## config.mk

```make
export PLATFORM = sky130hd
export DESIGN_NAME = phy_mgmt_regfile
export DESIGN_NICKNAME = d
export VERILOG_FILES = /design/src/rtl/phy_mgmt_pkg.sv /design/src/rtl/phy_mgmt_store.sv /design/src/rtl/phy_mgmt_view.sv /design/src/rtl/phy_mgmt_regfile.sv
export SDC_FILE = /design/constraint.sdc
export NUM_CORES = 1
export LEC_CHECK = 0
export BUFFER_PORTS_ARGS = -buffer_cell sky130_fd_sc_hd__buf_4
export CAP_MARGIN = 15
export CORE_UTILIZATION = 53
export CTS_CLUSTER_DIAMETER = 120
export CTS_CLUSTER_SIZE = 16
export DETAILED_ROUTE_END_ITERATION = 12
export PLACE_DENSITY_LB_ADDON = 0.15
export SLEW_MARGIN = 20
export SYNTH_ARGS = -nofsm -noshare
export SYNTH_HDL_FRONTEND = slang
export SYNTH_SLANG_ARGS = --single-unit
```

## constraint.sdc

```tcl
create_clock -name clk -period 3.76 [get_ports clk]
set_clock_uncertainty 0.15 [all_clocks]
set_input_delay 0.564 -clock clk [delete_from_list [all_inputs] [get_ports clk]]
set_output_delay 0.564 -clock clk [all_outputs]
set_load 0.01 [all_outputs]
```

## src/rtl/phy_mgmt_pkg.sv

```systemverilog
package phy_mgmt_pkg;
  localparam int DW = 16;
  localparam int RIDX_W = 5;
  localparam int NREG = 1 << RIDX_W;

  localparam logic [RIDX_W-1:0] REG_CTRL = 5'd0;
  localparam logic [RIDX_W-1:0] REG_STAT = 5'd1;
  localparam logic [RIDX_W-1:0] REG_ID_HI = 5'd2;
  localparam logic [RIDX_W-1:0] REG_ID_LO = 5'd3;
  localparam logic [RIDX_W-1:0] REG_ADV = 5'd4;
  localparam logic [RIDX_W-1:0] REG_PARTNER = 5'd5;
  localparam logic [RIDX_W-1:0] REG_VENDOR = 5'd17;
  localparam logic [RIDX_W-1:0] REG_RESOLVED = 5'd18;

  localparam logic [DW-1:0] STAT_LINK_UP_VAL = 16'h782E;
  localparam logic [DW-1:0] PARTNER_BASE = 16'h4001;
  localparam logic [DW-1:0] VENDOR_CONST = 16'h8C00;
  localparam logic [DW-1:0] MISS_VAL = 16'hFFFF;
  localparam int CTRL_SELF_CLEAR_BIT = 15;

  function automatic logic [DW-1:0] reset_val(input int idx);
    case (idx)
      0: return 16'h3100;
      2: return 16'h0141;
      3: return 16'h0CC2;
      4: return 16'h01E1;
      default: return '0;
    endcase
  endfunction
endpackage

```

## src/rtl/phy_mgmt_store.sv

```systemverilog
module phy_mgmt_store
  import phy_mgmt_pkg::*;
(
  input  logic              clk,
  input  logic              rst_n,
  input  logic              wr_en,
  input  logic [RIDX_W-1:0] wr_idx,
  input  logic [DW-1:0]     wr_data,
  input  logic [RIDX_W-1:0] rd_idx,
  output logic [DW-1:0]     rd_raw,
  output logic [3:0]        adv_abil
);
  logic [DW-1:0] regs_q [NREG];

  for (genvar g = 0; g < NREG; g++) begin : g_reg
    if (g == 0) begin : g_ctrl
      always_ff @(posedge clk) begin
        if (!rst_n) begin
          regs_q[g] <= reset_val(g);
        end else if (wr_en) begin
          if (wr_idx == RIDX_W'(g)) regs_q[g] <= wr_data;
          regs_q[g][CTRL_SELF_CLEAR_BIT] <= 1'b0;
        end
      end
    end else begin : g_plain
      always_ff @(posedge clk) begin
        if (!rst_n) regs_q[g] <= reset_val(g);
        else if (wr_en && wr_idx == RIDX_W'(g)) regs_q[g] <= wr_data;
      end
    end
  end

  assign rd_raw = regs_q[rd_idx];
  assign adv_abil = regs_q[REG_ADV][8:5];

  assert_ctrl_self_clear_R7: assert property (@(posedge clk) disable iff (!rst_n)
    wr_en |=> !regs_q[0][CTRL_SELF_CLEAR_BIT]);
  assert_ctrl_untouched_R6: assert property (@(posedge clk) disable iff (!rst_n)
    (wr_en && wr_idx != REG_CTRL) |=> regs_q[0][14:0] == $past(regs_q[0][14:0]));
endmodule

```

## src/rtl/phy_mgmt_view.sv

```systemverilog
module phy_mgmt_view
  import phy_mgmt_pkg::*;
(
  input  logic [RIDX_W-1:0] reg_idx,
  input  logic [DW-1:0]     raw,
  input  logic [3:0]        adv_abil,
  input  logic              link_up,
  output logic [DW-1:0]     value
);
  logic adv_100;
  logic adv_full;

  assign adv_100 = adv_abil[2] | adv_abil[3];
  assign adv_full = adv_abil[1] | adv_abil[3];

  always_comb begin
    value = raw;
    case (reg_idx)
      REG_STAT:     value = link_up ? STAT_LINK_UP_VAL : '0;
      REG_PARTNER:  value = PARTNER_BASE | {7'd0, adv_abil, 5'd0};
      REG_VENDOR:   value = VENDOR_CONST;
      REG_RESOLVED: value = link_up ? {4'd0, adv_full, adv_100, 10'd0} : '0;
      default:      value = raw;
    endcase
  end
endmodule

```

## src/rtl/phy_mgmt_regfile.sv

```systemverilog
module phy_mgmt_regfile
  import phy_mgmt_pkg::*;
#(
  parameter logic [RIDX_W-1:0] PHY_ADDR = 5'd7
) (
  input  logic              clk,
  input  logic              rst_n,
  input  logic              link_up,
  input  logic              req_valid,
  output logic              req_ready,
  input  logic              req_write,
  input  logic [RIDX_W-1:0] req_phy,
  input  logic [RIDX_W-1:0] req_reg,
  input  logic [DW-1:0]     req_wdata,
  output logic              rsp_valid,
  input  logic              rsp_ready,
  output logic [DW-1:0]     rsp_rdata
);
  logic          accept;
  logic          hit;
  logic          wr_en;
  logic [DW-1:0] raw;
  logic [DW-1:0] view;
  logic [3:0]    adv_abil;

  assign req_ready = !rsp_valid || rsp_ready;
  assign accept = req_valid && req_ready;
  assign hit = (req_phy == PHY_ADDR);
  assign wr_en = accept && req_write && hit;

  phy_mgmt_store u_store (
    .clk(clk), .rst_n(rst_n), .wr_en(wr_en), .wr_idx(req_reg),
    .wr_data(req_wdata), .rd_idx(req_reg), .rd_raw(raw), .adv_abil(adv_abil)
  );

  phy_mgmt_view u_view (
    .reg_idx(req_reg), .raw(raw), .adv_abil(adv_abil),
    .link_up(link_up), .value(view)
  );

  always_ff @(posedge clk) begin
    if (!rst_n) begin
      rsp_valid <= 1'b0;
      rsp_rdata <= '0;
    end else if (accept && !req_write) begin
      rsp_valid <= 1'b1;
      rsp_rdata <= hit ? view : MISS_VAL;
    end else if (rsp_ready) begin
      rsp_valid <= 1'b0;
    end
  end

  assert_miss_all_ones_R8: assert property (@(posedge clk) disable iff (!rst_n)
    (accept && !req_write && !hit) |=> (rsp_valid && rsp_rdata == MISS_VAL));
  assert_vendor_const_R4: assert property (@(posedge clk) disable iff (!rst_n)
    (accept && !req_write && hit && req_reg == REG_VENDOR) |=> rsp_rdata == VENDOR_CONST);
  assert_status_down_R2: assert property (@(posedge clk) disable iff (!rst_n)
    (accept && !req_write && hit && req_reg == REG_STAT && !link_up) |=> rsp_rdata == '0);
  assert_partner_fixed_bits_R3: assert property (@(posedge clk) disable iff (!rst_n)
    (accept && !req_write && hit && req_reg == REG_PARTNER) |=> (rsp_rdata[14] && rsp_rdata[0]));
  assert_read_responds_R9: assert property (@(posedge clk) disable iff (!rst_n)
    (accept && !req_write) |=> rsp_valid);
  assert_write_silent_R9: assert property (@(posedge clk) disable iff (!rst_n)
    (accept && req_write) |=> !rsp_valid);
  assert_stall_hold_R10: assert property (@(posedge clk) disable iff (!rst_n)
    (rsp_valid && !rsp_ready) |=> (rsp_valid && $stable(rsp_rdata)));
endmodule

```

==> flow_summary.ini <==
[clock_network]
numCtsBuffers = 39
ctsHoldBuffers = 0
cts_tree = yes
root_buffer = clkbuf_16
htree_num_levels = 2
clock_path_buffers = 3
path_clk_slew_ns = 0.08
clkSinkCount = 529
cts_resized = 0
clk_latency_ns = 0.58
cts_setup_buffers = 0

[synthesis]
ys_seq_elements = 529
ys_seq_area_frac = 0.645
synth-edff-count = 512
synth-async-reset-ratio = 0
synthFlopType = edfxtp_1
synthesis.nets = 1667
synth.distinct_cells = 58
yosysWarningCount = 0
avgSynthCellArea_um2 = 14.9
syn_inst = 1635
syn-cell-area_um2 = 24400

[floorplanning]
start_util = 0.537
core.rowCount = 78
chipHeight_um = 216
pin_count = 50
die_w_um = 216
core-area_um2 = 45400
die_area_um2 = 46800

[placement]
place_inst = 2220
dp_hpwl_um = 40600
place.gp.congestion = 0.906
portBuffers = 49
place_area_um2 = 25400

[flow_run]
maxCapViolCount = 0

[finish]
fin_nets = 1693
stdcell_area_um2 = 26600
areaGrowthSynthToFinish_pct = 9.03
post-route-util = 0.585
layout_commonest_cell = edfxtp_1
drive_gt1_frac = 0.186
final_cell_mix = edfxtp_1 (512), and2_1 (497), buf_4 (127)
antenna_cells = 0
layoutNonFillerInstCount = 2284

[drt]
vias_per_cell = 6.11
wl_met1_um = 27100
route.top_layer_used = met4
ant_nets = 0
drc_errors = 0
vias = 13944
wirelength_um = 64700
routedWlPerCell_um = 28.3
met2_length_um = 29900
dr.pass1.iters = 6
drt_iter0_drc = 1592
route.met3.wl_um = 5690

[worst_setup_path]
crit_path_top_delay_cell = nand2b_1
crit_required_ns = 3.87
path_cells = nor2b_1 > nor4_4 > nand2b_1 > o21ai_1 > buf_4
arrival_ns = 2.79
end_kind = flip-flop
worstSetupPathType = reg -> reg
cp_top_family = simple AND/OR/NAND/NOR gates
path_max_fanout = 16
cp_num_buf_inv = 1
critPathLaunchType = flip-flop
critPathMaxStageDelay_ns = 0.58

[run_status]
status = finished clean

[global_route]
grt_pass1_wl_um = 95400
grt_util_all_layers = 0.283
antenna_found_initial = 6
grt_pass1_vias = 13857
grt_max_degree = 52
grt.overflow.total = 0

[sta]
slew_headroom = 0.389
rsz0062_at_grt = false
tns_ns = 0
hold_violations = 0
fmax_ghz = 0.374
finalCritPeriodShare = 0.711
tightest_slew_ns = 0.917
drv_slew = 0
period_minus_slack_ns = 2.67
setup_violations = 0

[power]
p_leak_uw = 0.00982
irDropWorstVdd_mv = 0.478
p_per_area_nw_per_um2 = 436

[worst_hold_path]
hold_class = in -> reg
-- cell families (layout without fill, tap and decap cells) --
kind of cell | count (synthesis) | count (layout) | synth area share
buffers and inverters | 151 | 200 | 0.0309
AOI/OAI and AO/OA | 168 | 168 | 0.0480
and+or+nand+nor | 619 | 619 | 0.156
DFF | 529 | 529 | 0.645
muxes | 167 | 167 | 0.120
other | 1 | 1 | 0.000154
-- report_power, final --
group	switching, µW	total, µW	leakage [µW]	internal, µW
registers	68.2	6660	0.00560	6590
clock network	2030	4060	0.000539	2030
logic	567	869	0.00368	302
total	2670	11600	0.00982	8920
-- cell type report --
| cell class | instances | area (µm²) |
|---|---|---|
| fill | 3535 | 18800 |
| sequential | 529 | 15700 |
| multi-input combinational | 955 | 7900 |
| clock buffer | 63 | 1110 |
| timing repair buffer | 133 | 1060 |
| tap | 600 | 751 |
| clock inverter | 1 | 16.3 |
| inverter | 3 | 11.3 |
-- path summary, 6_finish.rpt --
check	slack, ns	depth (start not counted)	from	endpoint
min	0.20	3	link_up	rsp_rdata[11]
max reg2reg	1.09	5	rsp_valid	u_store.regs_q[15][1]
min reg2reg	0.44	2	rsp_rdata[13]	rsp_rdata[13]
max	1.09	5	rsp_valid	u_store.regs_q[15][1]
-- tightest hold or removal path, stage by stage --
cell      delay [ns]
buf_4           0.12
a221oi_1        0.08
a21oi_1         0.12
-- Yosys cell counts (9+ instances only) --
library cell  count  area [µm²]
nand3_1           9        45.0
mux2_2           12         135
or3_1            16         100
o21ai_0          49         245
nand2_1          28         105
mux4_2           98        2210
dfxtp_1          17         340
and2_1          497        3110
o221ai_1         16         140
o211ai_1          9        67.6
a211o_1          13         114
clkbuf_1         87         327
a21oi_1          15        75.1
buf_4            19         143
nor2_1           20        75.1
nor2_2           18         113
edfxtp_1        512       15400
buf_2            34         170
mux2i_1          57         571
a22o_1           14         123
o22ai_1          13        81.3
-- through the flow --
| stage | power (µW) | setup WS, ns | hold slack [ns] |
|---|---|---|---|
| finish | 11600 | 1.09 | 0.197 |
| global route | 11900 | 0.950 | 0.199 |
| global placement | 7640 | 0.630 | 0.417 |
| detailed placement | 7650 | 0.626 | 0.423 |
| floorplan | 7270 | 0.459 | 0.378 |
| CTS | 11600 | 1.08 | 0.169 |
-- routing by layer --
layer / vias up / GRT usage
li1: 6095 / -
met2: 625 / 0.434
met1: 7133 / 0.410
met5: - / 0
met3: 91 / 0.0538
met4: 0 / 0.0941
-- registers in the layout, summed over array words and instances, names as in the netlist --
| signal | cells |
|---|---|
| u_store.regs_q | 512 |
| rsp_rdata | 16 |
| rsp_valid | 1 |
Power figures use the tool's default switching activity.
